--- config.mk ---
export PLATFORM = sky130hd
export DESIGN_NAME = wsb_drain_ctrl
export DESIGN_NICKNAME = d
export VERILOG_FILES = /design/src/rtl/wsb_pkg.sv /design/src/rtl/wsb_slot.sv /design/src/rtl/wsb_lru.sv /design/src/rtl/wsb_pick.sv /design/src/rtl/wsb_drain_ctrl.sv
export SDC_FILE = /design/constraint.sdc
export NUM_CORES = 1
export LEC_CHECK = 0
export CAP_MARGIN = 25
export CORE_UTILIZATION = 55
export CTS_BUF_LIST = sky130_fd_sc_hd__clkbuf_4 sky130_fd_sc_hd__clkbuf_8
export DETAILED_ROUTE_END_ITERATION = 12
export GPL_ROUTABILITY_DRIVEN = 0
export PLACE_DENSITY = 0.81
export SLEW_MARGIN = 20
export SYNTH_ARGS = -nofsm -noshare
export SYNTH_HDL_FRONTEND = slang
export SYNTH_SLANG_ARGS = --single-unit
--- constraint.sdc ---
create_clock -name clk -period 5.89 [get_ports clk]
set_input_delay 0.589 -clock clk [delete_from_list [all_inputs] [get_ports clk]]
set_output_delay 0.589 -clock clk [all_outputs]
set_load 0.02 [all_outputs]
--- src/rtl/wsb_pkg.sv ---
package wsb_pkg;
  // Reasons for draining a slot. A larger code means more urgent.
  typedef enum logic [2:0] {
    RSN_NONE  = 3'd0,
    RSN_LRU   = 3'd1,
    RSN_AGE   = 3'd2,
    RSN_FULL  = 3'd3,
    RSN_ORDER = 3'd4,
    RSN_HAZ   = 3'd5
  } rsn_e;
endpackage

--- src/rtl/wsb_slot.sv ---
module wsb_slot
  import wsb_pkg::*;
#(
  parameter int unsigned ADDR_W    = 20,
  parameter int unsigned BYTES     = 32,
  parameter int unsigned AGE_LIMIT = 256
) (
  input  logic                 clk,
  input  logic                 rst_n,
  input  logic                 wr_en,
  input  logic                 alloc,
  input  logic [ADDR_W-1:0]    wr_addr,
  input  logic [8*BYTES-1:0]   wr_data,
  input  logic [BYTES-1:0]     wr_be,
  input  logic                 flag_set,
  input  rsn_e                 flag_rsn,
  input  logic                 rel_en,
  output logic                 vld,
  output logic [ADDR_W-1:0]    addr,
  output logic [8*BYTES-1:0]   data,
  output logic [BYTES-1:0]     be,
  output logic                 flagged,
  output rsn_e                 rsn,
  output logic                 age_hit,
  output logic                 full
);
  localparam int unsigned AGE_W = $clog2(AGE_LIMIT);

  logic               vld_q, vld_d, flg_q, flg_d;
  logic [ADDR_W-1:0]  addr_q, addr_d;
  logic [8*BYTES-1:0] data_q, data_d;
  logic [BYTES-1:0]   be_q, be_d;
  logic [AGE_W-1:0]   age_q, age_d;
  rsn_e               rsn_q, rsn_d;

  always_comb begin
    vld_d  = vld_q;
    addr_d = addr_q;
    data_d = data_q;
    be_d   = be_q;
    flg_d  = flg_q;
    rsn_d  = rsn_q;
    age_d  = age_q;
    // Residence counter runs only while the slot holds data that is not yet marked.
    if (vld_q && !flg_q && age_q != AGE_W'(AGE_LIMIT - 1)) age_d = age_q + 1'b1;
    if (rel_en) begin
      vld_d = 1'b0;
      flg_d = 1'b0;
      rsn_d = RSN_NONE;
      be_d  = '0;
      age_d = '0;
    end else begin
      if (wr_en) begin
        for (int b = 0; b < BYTES; b++)
          if (wr_be[b]) data_d[8*b +: 8] = wr_data[8*b +: 8];
        if (alloc) begin
          vld_d  = 1'b1;
          addr_d = wr_addr;
          be_d   = wr_be;
          flg_d  = 1'b0;
          rsn_d  = RSN_NONE;
          age_d  = '0;
        end else begin
          be_d = be_q | wr_be;
          if (!flg_q) age_d = '0;
        end
      end
      if (flag_set) begin
        flg_d = 1'b1;
        if (flag_rsn > rsn_d) rsn_d = flag_rsn;
      end
    end
  end

  always_ff @(posedge clk or negedge rst_n) begin
    if (!rst_n) begin
      vld_q  <= 1'b0;
      flg_q  <= 1'b0;
      rsn_q  <= RSN_NONE;
      be_q   <= '0;
      age_q  <= '0;
      addr_q <= '0;
    end else begin
      vld_q  <= vld_d;
      flg_q  <= flg_d;
      rsn_q  <= rsn_d;
      be_q   <= be_d;
      age_q  <= age_d;
      addr_q <= addr_d;
    end
  end

  // Line data carries no reset; it is qualified by the byte enables.
  always_ff @(posedge clk) begin
    if (wr_en) data_q <= data_d;
  end

  assign vld     = vld_q;
  assign addr    = addr_q;
  assign data    = data_q;
  assign be      = be_q;
  assign flagged = flg_q;
  assign rsn     = rsn_q;
  assign age_hit = vld_q && !flg_q && (age_q == AGE_W'(AGE_LIMIT - 1));
  assign full    = vld_q && (&be_q);
endmodule

--- src/rtl/wsb_lru.sv ---
module wsb_lru #(
  parameter int unsigned N = 3
) (
  input  logic                 clk,
  input  logic                 rst_n,
  input  logic                 touch,
  input  logic [$clog2(N)-1:0] touch_idx,
  output logic [N-1:0]         lru_vec
);
  localparam int unsigned RW = $clog2(N);

  // rank 0 = most recently written, N-1 = least recently written.
  logic [RW-1:0] rank_q [N];
  logic [RW-1:0] rank_d [N];

  always_comb begin
    for (int i = 0; i < N; i++) begin
      rank_d[i] = rank_q[i];
      if (touch) begin
        if (RW'(i) == touch_idx)                 rank_d[i] = '0;
        else if (rank_q[i] < rank_q[touch_idx])  rank_d[i] = rank_q[i] + 1'b1;
      end
    end
  end

  always_ff @(posedge clk or negedge rst_n) begin
    if (!rst_n) begin
      for (int i = 0; i < N; i++) rank_q[i] <= RW'(i);
    end else if (touch) begin
      for (int i = 0; i < N; i++) rank_q[i] <= rank_d[i];
    end
  end

  for (genvar g = 0; g < N; g++) begin : g_lru
    assign lru_vec[g] = (rank_q[g] == RW'(N - 1));
  end
endmodule

--- src/rtl/wsb_pick.sv ---
module wsb_pick
  import wsb_pkg::*;
#(
  parameter int unsigned N = 3
) (
  input  logic [N-1:0]         flg,
  input  rsn_e                 rsn [N],
  output logic                 any,
  output logic [$clog2(N)-1:0] idx
);
  rsn_e best;

  // Strictly greater wins, so on equal reasons the lower index stays selected.
  always_comb begin
    any  = 1'b0;
    idx  = '0;
    best = RSN_NONE;
    for (int i = 0; i < N; i++) begin
      if (flg[i] && (!any || rsn[i] > best)) begin
        any  = 1'b1;
        idx  = ($clog2(N))'(i);
        best = rsn[i];
      end
    end
  end
endmodule

--- src/rtl/wsb_drain_ctrl.sv ---
module wsb_drain_ctrl
  import wsb_pkg::*;
#(
  parameter int unsigned ADDR_W     = 20,
  parameter int unsigned LINE_BYTES = 32,
  parameter int unsigned SLOTS      = 3,
  parameter int unsigned AGE_LIMIT  = 256
) (
  input  logic                    clk,
  input  logic                    rst_n,
  input  logic                    req_valid,
  input  logic                    req_write,
  input  logic [ADDR_W-1:0]       req_addr,
  input  logic [8*LINE_BYTES-1:0] req_data,
  input  logic [LINE_BYTES-1:0]   req_be,
  input  logic                    req_dev,
  input  logic                    req_so,
  input  logic                    req_lock,
  input  logic                    req_cfg,
  output logic                    req_ready,
  output logic                    mem_valid,
  output logic [ADDR_W-1:0]       mem_addr,
  output logic [8*LINE_BYTES-1:0] mem_data,
  output logic [LINE_BYTES-1:0]   mem_be,
  input  logic                    mem_ready,
  input  logic                    sync_start,
  output logic                    sync_busy
);
  localparam int unsigned IDX_W  = $clog2(SLOTS);
  localparam int unsigned DATA_W = 8 * LINE_BYTES;

  logic [SLOTS-1:0]      slot_vld, slot_flg, slot_age, slot_full, lru_vec, hit_vec;
  logic [ADDR_W-1:0]     slot_addr [SLOTS];
  logic [DATA_W-1:0]     slot_data [SLOTS];
  logic [LINE_BYTES-1:0] slot_be   [SLOTS];
  rsn_e                  slot_rsn  [SLOTS];

  logic             hit, free_ok, wr_room, wr_acc, rd_acc, ord_evt;
  logic [IDX_W-1:0] hit_idx, free_idx, tgt_idx, pick_idx;
  logic             pick_any;
  logic             act_q, act_d, sync_q, sync_d;
  logic [IDX_W-1:0] act_idx_q, act_idx_d;

  // Request lookup: line match and lowest free slot.
  always_comb begin
    hit = 1'b0; hit_idx = '0; free_ok = 1'b0; free_idx = '0;
    for (int i = 0; i < SLOTS; i++) begin
      hit_vec[i] = slot_vld[i] && (slot_addr[i] == req_addr);
      if (hit_vec[i] && !hit) begin hit = 1'b1; hit_idx = IDX_W'(i); end
      if (!slot_vld[i] && !free_ok) begin free_ok = 1'b1; free_idx = IDX_W'(i); end
    end
  end

  assign wr_room   = hit ? !(act_q && act_idx_q == hit_idx) : free_ok;
  assign req_ready = !req_write || (!sync_q && wr_room);
  assign wr_acc    = req_valid && req_write && req_ready;
  assign rd_acc    = req_valid && !req_write;
  assign ord_evt   = req_valid && req_ready && (req_so || req_lock || req_cfg);
  assign tgt_idx   = hit ? hit_idx : free_idx;

  for (genvar g = 0; g < SLOTS; g++) begin : g_slot
    logic tgt_g, held_g, rel_g, fs_g;
    rsn_e fr_g;
    assign tgt_g  = wr_acc && (tgt_idx == IDX_W'(g));
    assign held_g = slot_vld[g] || tgt_g;
    assign rel_g  = act_q && mem_ready && (act_idx_q == IDX_W'(g));

    // Drain trigger evaluation, most urgent reason first.
    always_comb begin
      fs_g = 1'b1;
      fr_g = RSN_NONE;
      if (rd_acc && hit_vec[g])                                  fr_g = RSN_HAZ;
      else if (held_g && (ord_evt || sync_q || (tgt_g && req_dev))) fr_g = RSN_ORDER;
      else if (slot_full[g] && !slot_flg[g])                     fr_g = RSN_FULL;
      else if (slot_age[g])                                      fr_g = RSN_AGE;
      else if ((&slot_vld) && !(|slot_flg) && lru_vec[g])        fr_g = RSN_LRU;
      else                                                       fs_g = 1'b0;
    end

    wsb_slot #(.ADDR_W(ADDR_W), .BYTES(LINE_BYTES), .AGE_LIMIT(AGE_LIMIT)) i_slot (
      .clk(clk), .rst_n(rst_n),
      .wr_en(tgt_g), .alloc(!hit), .wr_addr(req_addr), .wr_data(req_data), .wr_be(req_be),
      .flag_set(fs_g), .flag_rsn(fr_g), .rel_en(rel_g),
      .vld(slot_vld[g]), .addr(slot_addr[g]), .data(slot_data[g]), .be(slot_be[g]),
      .flagged(slot_flg[g]), .rsn(slot_rsn[g]), .age_hit(slot_age[g]), .full(slot_full[g])
    );
  end

  wsb_lru #(.N(SLOTS)) i_lru (
    .clk(clk), .rst_n(rst_n), .touch(wr_acc), .touch_idx(tgt_idx), .lru_vec(lru_vec)
  );

  wsb_pick #(.N(SLOTS)) i_pick (
    .flg(slot_flg), .rsn(slot_rsn), .any(pick_any), .idx(pick_idx)
  );

  // One slot at a time is offered downstream; the choice is held until taken.
  always_comb begin
    act_d     = act_q;
    act_idx_d = act_idx_q;
    if (act_q) begin
      if (mem_ready) act_d = 1'b0;
    end else if (pick_any) begin
      act_d     = 1'b1;
      act_idx_d = pick_idx;
    end
    sync_d = sync_start || (sync_q && (|slot_vld));
  end

  always_ff @(posedge clk or negedge rst_n) begin
    if (!rst_n) begin
      act_q     <= 1'b0;
      act_idx_q <= '0;
      sync_q    <= 1'b0;
    end else begin
      act_q     <= act_d;
      act_idx_q <= act_idx_d;
      sync_q    <= sync_d;
    end
  end

  assign mem_valid = act_q;
  assign mem_addr  = slot_addr[act_idx_q];
  assign mem_data  = slot_data[act_idx_q];
  assign mem_be    = slot_be[act_idx_q];
  assign sync_busy = sync_q;
endmodule

Word level (Yosys, flattened, before mapping)
Cells that the tools add are included.

operators by class
  $add $sub $neg = 6
  $lt $le $gt $ge = 10
  equality and inequality tests = 25
  multiplexer cells = 129
  bitwise logic cells = 10
  reduce and logical (&&, ||, !) cells = 205

operator list
  cell                                                           number
  256-bit binary-select mux with 2-bit select                    1
  256-bit two-way mux                                            2
  32-bit two-way mux                                             11
  3-bit AND reduction                                            100
  8-bit two-way mux                                              15
  32-bit OR                                                      3
  32-bit AND reduction                                           3
  3-bit two-way mux                                              26
  32-bit binary-select mux with 2-bit select                     1
  20-bit equality test                                           3
  1-bit logical AND                                              52
  1-bit two-way mux                                              51
  20-bit binary-select mux with 2-bit select                     1
  20-bit two-way mux                                             2
  2-bit two-way mux                                              18
  8-bit by 1-bit adder with 8-bit output, second input constant  3
  8-bit equality test, second input constant                     3
  8-bit != test, second input constant                           3
  2-bit AND reduction                                            10
  3-bit > comparator                                             5
  1-bit logical NOT                                              14
  1-bit logical OR                                               13
  2-bit nonzero test                                             6
  2-bit equality test, second input constant                     5
  other kinds (15)                                               34

storage, ports and cells
  bits in registers = 973
  input port bits = 318
  output and inout bits = 311

Depth between registers and ports, before layout
Gate-level depths: netlist (run 1).

  word-level depth = 26
  gate-level depth with buffers = 21
  depth with buffers taken out = 18

By module
Synthesis (run 1) repeated with hierarchy kept, for this count alone.

unflattened totals
  cell total of the unflattened synthesis = 2795
  area, all modules = 40075.9 sq um

modules (own cells, without submodules)
  module                           instances  cells each  area each (sq um)  seq. area each (sq um)
  wsb_slot (g_slot[1].i_slot ...)  2          494         10528.8            9313.9
  wsb_slot (g_slot[0].i_slot)      1          494         10527.6            9313.9
  wsb_drain_ctrl                   1          1232        7739.9             100.1
  wsb_lru                          1          52          528.0              152.6
  wsb_pick                         1          29          222.7              0.0

Worst setup path after synthesis (run 1)
OpenSTA, ideal clock, no wires.

  kind = input to register
  from = input port req_addr[6]
  to = register g_slot[0].i_slot.rsn_q[2]
  library setup time = 0.122 ns
  arrival = 4.638 ns
  slack = 1.131 ns
  stages = 18
  buffers on the path = 2
  cell sequence = clkbuf_1 xnor2_1 or4b_1 or4_1 or4_1 o221a_4 o21a_4 and2_1 buf_6 o21ai_2 nand2_2 nor2_1 ha_1 nor2b_1 o21a_1 o21ai_0 nor2_1 a32o_1

between the ends
  cells in the longest elaborated chain, start to end = 26
  elaborated cells on any way between the ends = 44

ends and longest elaborated chain
  element                        line                  source
  from (decl)                    wsb_drain_ctrl.sv:13  input logic [ADDR_W-1:0] req_addr,
  20-bit equality test           wsb_drain_ctrl.sv:48  hit_vec[i] = slot_vld[i] && (slot_addr[i] == req_addr);
  1-bit logical AND              wsb_drain_ctrl.sv:48
  1-bit two-way mux              wsb_drain_ctrl.sv:49  if (hit_vec[i] && !hit) begin hit = 1'b1; hit_idx = IDX_W'(i); end
  1-bit logical NOT              wsb_drain_ctrl.sv:49
  1-bit logical AND              wsb_drain_ctrl.sv:49
  1-bit two-way mux              wsb_drain_ctrl.sv:49
  1-bit logical NOT              wsb_drain_ctrl.sv:49
  1-bit logical AND              wsb_drain_ctrl.sv:49
  [... 11 more ...]              -
  1-bit logical AND              wsb_drain_ctrl.sv:73  else if (held_g && (ord_evt || sync_q || (tgt_g && req_dev))) fr_g = RSN_ORDER;
  3-bit two-way mux              wsb_drain_ctrl.sv:73
  3-bit two-way mux              wsb_drain_ctrl.sv:72  if (rd_acc && hit_vec[g]) fr_g = RSN_HAZ;
  3-bit > comparator             wsb_slot.sv:70        if (flag_rsn > rsn_d) rsn_d = flag_rsn;
  3-bit two-way mux              wsb_slot.sv:70
  3-bit two-way mux *            wsb_slot.sv:68        if (flag_set) begin
  3-bit two-way mux *            wsb_slot.sv:46        if (rel_en) begin
  net g_slot[0].i_slot.rsn_d[2]  wsb_slot.sv:34        rsn_e rsn_q, rsn_d;
  to (signal assigned)           wsb_slot.sv:86        rsn_q <= rsn_d;
  to (decl)                      wsb_slot.sv:34

Mark *: on every way through the listed nets, which the timed path passes. The rest lies on a longest branch. The select of a mux whose other input is x is not followed.
A chain may end at the register's enable or synchronous reset.

Worst setup path after layout (run 1)
  from = input port req_addr[2]
  to = register g_slot[0].i_slot.rsn_q[2]

The elaborated chain is that of the path after synthesis.

==> results of run 1 <==
layer usage:
metal  vias to the layer above  wire [um]  track usage, %
met4                         8       4910            14.0
met1                     13600      41200            36.0
met5                         -         50               0
li1                      11900          -               -
met3                       294       9550            7.63
met2                      1387      55200            49.0
power by group:
part | internal, mW | switching (mW) | total, mW
combinational | 3.72 | 4.94 | 8.67
clock | 2.96 | 2.61 | 5.57
sequential | 8.13 | 0.819 | 8.95
through the flow:
step,util [%],instances
2_1_floorplan,-,2839
3_3_place_gp,65.8,4274
3_5_place_dp,65.8,4275
4_1_cts,70.0,4554
5_1_grt,70.1,4573
6_report,70.1,4580
layout make-up:
class	instances	share of cell area [%]
clock buffer	223	5.37
multi-input combinational	1677	22.2
inverter	21	0.157
tap	950	2.36
antenna	25	0.124
clock inverter	55	0.612
timing repair buffer	656	13.1
sequential	973	56.0
kinds of logic (layout without fill, tap and decap cells):
logic type               count (synthesis)  count (layout)
AO/OA/AOI/OAI                          544             544
XOR/XNOR                                61              61
adder cells (fa/ha/maj)                 24              24
buffers and inverters                  189             955
flip-flops                             973             973
multiplexers                           377             377
other                                    0              25
AND/OR/NAND/NOR                        671             671
what timing repair did:
item | in CTS | in global routing
hold buffers | 1 | 0
endpoints found under the hold margin | 92 | 0
endpoints found under the setup margin | 0 | 0
registers in the layout (all words and copies together) (netlist names):
| register | cells |
|---|---|
| g_slot.i_slot.addr | 60 |
| mem_valid | 1 |
| sync_busy | 1 |
| g_slot.i_slot.be | 96 |
| i_lru.rank_q | 6 |
| g_slot.i_slot.rsn | 9 |
| g_slot.i_slot.flagged | 3 |
| g_slot.i_slot.data | 768 |
| act_idx_q | 2 |
| g_slot.i_slot.vld | 3 |
| g_slot.i_slot.age_q | 24 |
worst max path at each step:
stage / to / slack [ns] / cells past startpoint / start
after floorplan: g_slot[0].i_slot.rsn[2] / 1.13 / 18 / req_addr[6]
after global placement: g_slot[1].i_slot.rsn[0] / 0.39 / 19 / req_addr[8]
after detailed placement: g_slot[0].i_slot.rsn[2] / 0.17 / 17 / req_addr[2]
after CTS: g_slot[0].i_slot.rsn[2] / 0.97 / 16 / g_slot[1].i_slot.addr[2]
after global routing: g_slot[0].i_slot.rsn[2] / 0.63 / 16 / g_slot[1].i_slot.addr[2]
final: g_slot[0].i_slot.rsn[2] / 0.83 / 17 / req_addr[2]
placed cells by master, fill, tap and decap left out, types with 46 or more instances in the layout:
| cell type | instances |
|---|---|
| a21o_1 | 104 |
| mux2i_1 | 312 |
| o21ai_0 | 331 |
| nor2_1 | 46 |
| dfrtp_1 | 201 |
| edfxtp_1 | 768 |
| clkbuf_8 | 165 |
| mux2_2 | 59 |
| nand2_1 | 361 |
| and3_1 | 71 |
| clkbuf_4 | 59 |
| clkdlybuf4s50_1 | 627 |
==> results.cfg, run 1 <==
[synthesis]
synth_fa_ha_area_share_pct = 0.750
ys_seq_area_share_pct = 70.4
synth_simple_gate_area_share_pct = 7.95
synth_cell_types = 78
synth_xor_area_share_pct = 1.33
ys_warn_count = 0
synth_top_area_share_pct = 57.6
synth_compound_area_share_pct = 8.11
synth_ff_type = edfxtp_1
synthMuxAreaShare_pct = 9.62
async_flop_share_pct = 21.1
syn_inst = 2839
avgSynthCellArea_um2 = 14.1
ys_seq_elements = 973
synth_top_family_by_area = multiplexers
synth_edf_count = 768
synth_top_cell_by_area = edfxtp_1
synth.most_common_cell = edfxtp_1
syn-cell-area_um2 = 40100
synthesis.nets = 3181
synth_top_cells_by_count = edfxtp_1, nand2_1, o21ai_0, mux2i_1, dfrtp_1
yosys-top-cells-area = edfxtp_1, dfrtp_1, mux2i_1

[sta]
hold_violations = 0
setup_slack_ns = 0.831
setup_viol = 0
final.setup.tns_ns = 0
max-slew-margin-rel_pct = 19.9
holdWs_ns = 0.385
fin_crit_ns = 5.06
worst_pin_slew_ns = 1.20
finalClockSkew_ns = 0.0420
rsz0062_at_grt = no
slew_viol_final = 0
fin_crit_sh_pct = 85.9
max_freq_mhz = 198

[floorplanning]
die_width_um = 272
pin_count = 629
core_area_um2 = 71700
die_h_um = 272
dieArea_um2 = 73900
rows = 98
start_util_pct = 55.9

[critical_path]
r2r_setup_slack_ns = 0.84
critPathKind = in -> reg
required_ns = 6.60
cp_cell_sequence = clkdlybuf4s50_1 > xnor2_1 > or4b_1 > nor4_2 > a22oi_1 > a31oi_2 > o21a_4 > and2_1 > o21ai_2 > nand2_2 > nor2_1 > ha_1 > nor2b_1 > o21a_1 > o21ai_0 > nand2b_1 > a32o_1
crit_path_end_kind = flop
cp-start-kind = primary input
path_buf_inv = 1
r2r_cells = 16
arrival_ns = 5.77
worstReg2RegStart = g_slot[1].i_slot.addr[2]
worst_r2r_endpoint = g_slot[0].i_slot.rsn[2]
worstPathMaxFanout = 7
crit_family = compound AO/OA/AOI/OAI gates
slowest_delay_ns = 0.56
crit_slowest_cell = o21ai_0

[worst_hold_path]
hp-start = sync_start
min_to = sync_busy
holdPathStages = 2
hp-class = in -> reg

[detailed_routing]
drtAntennaViolNets = 0
routedWlPerCell_um = 24.2
vias_per_cell = 5.94
dr_total_vias = 27200
route.detailed.drc = 0
drt-initial-drc-count = 2407
first_pass_iters = 6
routed_wl_um = 111000

[clocking]
h-tree-depth = 4
cts_made_buffers = 151
clock_latency_ns = 0.80
cts_tree = built
numClockSinks = 973
cts_resized = 0
clk_pin_slew_worst_paths_ns = 0.06
cts_setup_buffers = 0
cts_buffer_depth = 3
cts-root-buf = clkbuf_8

[cells_and_area]
multi_input_area_um2 = 11200
syn2layout_area_growth_pct = 25.6
drive_gt1_share_pct = 10.3
fin_nets = 3822
final_area_um2 = 50300
nFillCells = 4658
regArea_um2 = 28200

[global_routing]
grt_usage_pct = 29.4
grt_pass1_wl_um = 164000
grt_max_degree = 226
grt_antenna_before_repair = 25
overflow = 0
grt_pass1_vias = 27600

[placed_design]
io_buffers = 628
dp_hpwl_um = 74800
place_area_um2 = 47200
pre_cts_slack_ns = 0.171

[status]
status = complete, no violations

[power_and_ir_drop]
p_leak_nw = 18.8
ir_drop_mv = 0.401
p_per_area_nw_per_um2 = 461
p_total_mw = 23.2

[job]
cap_violations = 0
Note: power is estimated with default switching activity, not from simulation.
==> run 2, diff against run 1 <==
Settings changed: CTS_BUF_LIST sky130_fd_sc_hd__clkbuf_4 sky130_fd_sc_hd__clkbuf_8 to sky130_fd_sc_hd__clkbuf_2 sky130_fd_sc_hd__clkbuf_4 sky130_fd_sc_hd__clkbuf_8, SYNTH_HIERARCHICAL set to 1.
==> results.cfg, run 2 <==
[cells_and_area]
largest_register_ffs = 768
nFillCells = 4689
layout_commonest_cell = edfxtp_1
fin_nets = 3813
final_area_um2 = 50500
regArea_um2 = 28200
drive_gt1_share_pct = 10.8
multi_input_area_um2 = 11200
mostFrequentLayoutCells = edfxtp_1, clkdlybuf4s50_1, nand2_1
syn2layout_area_growth_pct = 26.0

[synthesis]
ys_seq_area_share_pct = 70.4
synth.most_common_cell = edfxtp_1
synth_edf_count = 768
synth_cell_types = 75
yosys-top-cells-area = edfxtp_1, dfrtp_1, mux2i_1
syn-cell-area_um2 = 40100
avgSynthCellArea_um2 = 14.3
synth_top_area_share_pct = 57.5
synth_top_cell_by_area = edfxtp_1
synthesis.nets = 3137
synth_ff_type = edfxtp_1
ys_seq_elements = 973
synth_top_cells_by_count = edfxtp_1, nand2_1, o21ai_0, mux2i_1, dfrtp_1
ys_warn_count = 6
syn_inst = 2795
async_flop_share_pct = 21.1

[clocking]
clock_latency_ns = 0.80
postCtsHoldBufs = 1
cts_resized = 0
h-tree-depth = 4
cts-root-buf = clkbuf_8
numClockSinks = 973
cts_setup_buffers = 0
cts_made_buffers = 153
clk_pin_slew_worst_paths_ns = 0.06
cts_tree = built
cts_buffer_depth = 3

[floorplanning]
rows = 98
dieArea_um2 = 73900
pin_count = 629
start_util_pct = 55.9
die_width_um = 272
die_h_um = 272
core_area_um2 = 71700

[power_and_ir_drop]
p_leak_nw = 18.6
p_per_area_nw_per_um2 = 458
ir_drop_mv = 0.506

[global_routing]
met1_usage_pct = 38.4
met3_usage_pct = 7.52
overflow = 0
grt_pass1_wl_um = 167000
grt_max_degree = 172
busiest_layer = met2
grt_antenna_before_repair = 29
grtUsageMet2_pct = 49.7
grt_usage_pct = 30.4
grt_pass1_vias = 27200

[job]
cap_violations = 0

[sta]
rsz0062_at_grt = no
max_freq_mhz = 198
setup_viol = 0
fin_crit_sh_pct = 85.7
max-slew-margin-rel_pct = 27.2
fin_crit_ns = 5.05
worst_pin_slew_ns = 1.09
hold_violations = 0
final.setup.tns_ns = 0
finalClockSkew_ns = 0.0475
slew_viol_final = 0

[detailed_routing]
route.detailed.drc = 0
dr_total_vias = 26800
routedWlPerCell_um = 24.7
vias_per_cell = 5.86
drt-initial-drc-count = 2427
routed_wl_um = 113000
drtAntennaViolNets = 0
first_pass_iters = 5

[critical_path]
required_ns = 5.30
worstPathMaxFanout = 41
cp_cell_sequence = buf_4 > buf_4 > mux2i_1 > o21ai_0 > clkdlybuf4s50_1
arrival_ns = 4.46
critPathKind = reg -> out
crit_path_end_kind = output pin
crit_path_frequent_cell = buf_4
cp-start-kind = flop
crit_slowest_cell = dfrtp_4
slowest_delay_ns = 0.96

[status]
status = complete, no violations

[worst_hold_path]
hp-class = in -> async

[placed_design]
place_area_um2 = 47300
dp_hpwl_um = 78400
io_buffers = 628
[run 2: changes by cell type in the layout (fill, tap and decap cells not counted), moves of 10 or more]
cell / previous run / this run
a31oi_1: 17 / 7
nor2_1: 46 / 29
and2_1: 42 / 101
nand2_1: 361 / 344
nand3_1: 25 / 40
xor2_1: 23 / 35
and3_1: 71 / 9
inv_1: 20 / 31
[run 2: kinds of logic (layout without fill, tap and decap cells)]
| kind of cell | after synthesis | in the layout | synth area share [%] |
|---|---|---|---|
| multiplexers | 375 | 375 | 9.56 |
| AND/OR/NAND/NOR | 655 | 655 | 8.10 |
| AO/OA/AOI/OAI | 533 | 533 | 8.00 |
| XOR/XNOR | 69 | 69 | 1.51 |
| adder cells (fa/ha/maj) | 24 | 24 | 0.749 |
| flip-flops | 973 | 973 | 70.4 |
| other | 0 | 20 | 0 |
| buffers and inverters | 166 | 969 | 1.72 |
[run 2: cell type report]
class,instances,share of cell area [%]
clock buffers,217,5.28
diodes,20,0.0991
clock inverters,65,0.969
inverters,31,0.230
multi-input cells,1656,22.2
flip-flops and latches,973,55.8
well taps,950,2.35
repair buffers,656,13.0
[run 2: path summary, 6_finish.rpt]
path	end	startpoint	cells past startpoint	slack [ns]
setup / recovery	mem_be[5]	act_idx_q[1]	5	0.84
min in group clk	sync_busy	sync_start	2	0.37
max in group asynchronous	act_idx_q[0]	rst_n	4	4.23
setup reg to reg	g_slot[0].i_slot/data[199]	g_slot[2].i_slot/addr[4]	11	1.45
hold / removal	g_slot[2].i_slot/be[27]	rst_n	2	0.28
hold reg to reg	i_lru/rank_q[1]	i_lru/rank_q[1]	2	0.49
[run 2: layer usage]
metal / vias to the layer above / share of wire [%]
li1: 11900 / -
met2: 1228 / 49
met4: 26 / 3.9
met3: 263 / 8.4
met1: 13400 / 38
met5: - / 0.16
[run 2: report_power, final]
part / switching, mW / total (mW) / leakage, nW / internal (mW)
Sequential: 0.855 / 8.97 / 9.63 / 8.11
Clock: 2.64 / 5.78 / 1.68 / 3.14
Combinational: 4.83 / 8.38 / 7.27 / 3.55
Total: 8.33 / 23.1 / 18.6 / 14.8
[run 2: worst max-delay path, delay by kind of cell, from the launching register on]
kind	cells	cell delay [ns]
mux	1	0.16
compound gates	1	0.43
flops	1	0.96
buf+inv	3	2.05
[run 2: metrics by stage]
stage          util [%]  worst slack, ns  power (mW)  std cells  hold WS [ns]
2_1_floorplan         -             2.24        13.3       2795         0.293
3_3_place_gp       65.9            0.938        17.2       4263         0.477
3_5_place_dp       65.9            0.804        17.4       4263         0.481
4_1_cts            70.3            0.793        23.2       4546         0.296
5_1_grt            70.4            0.726        24.1       4564         0.247
6_report           70.4            0.841        23.1       4568         0.279
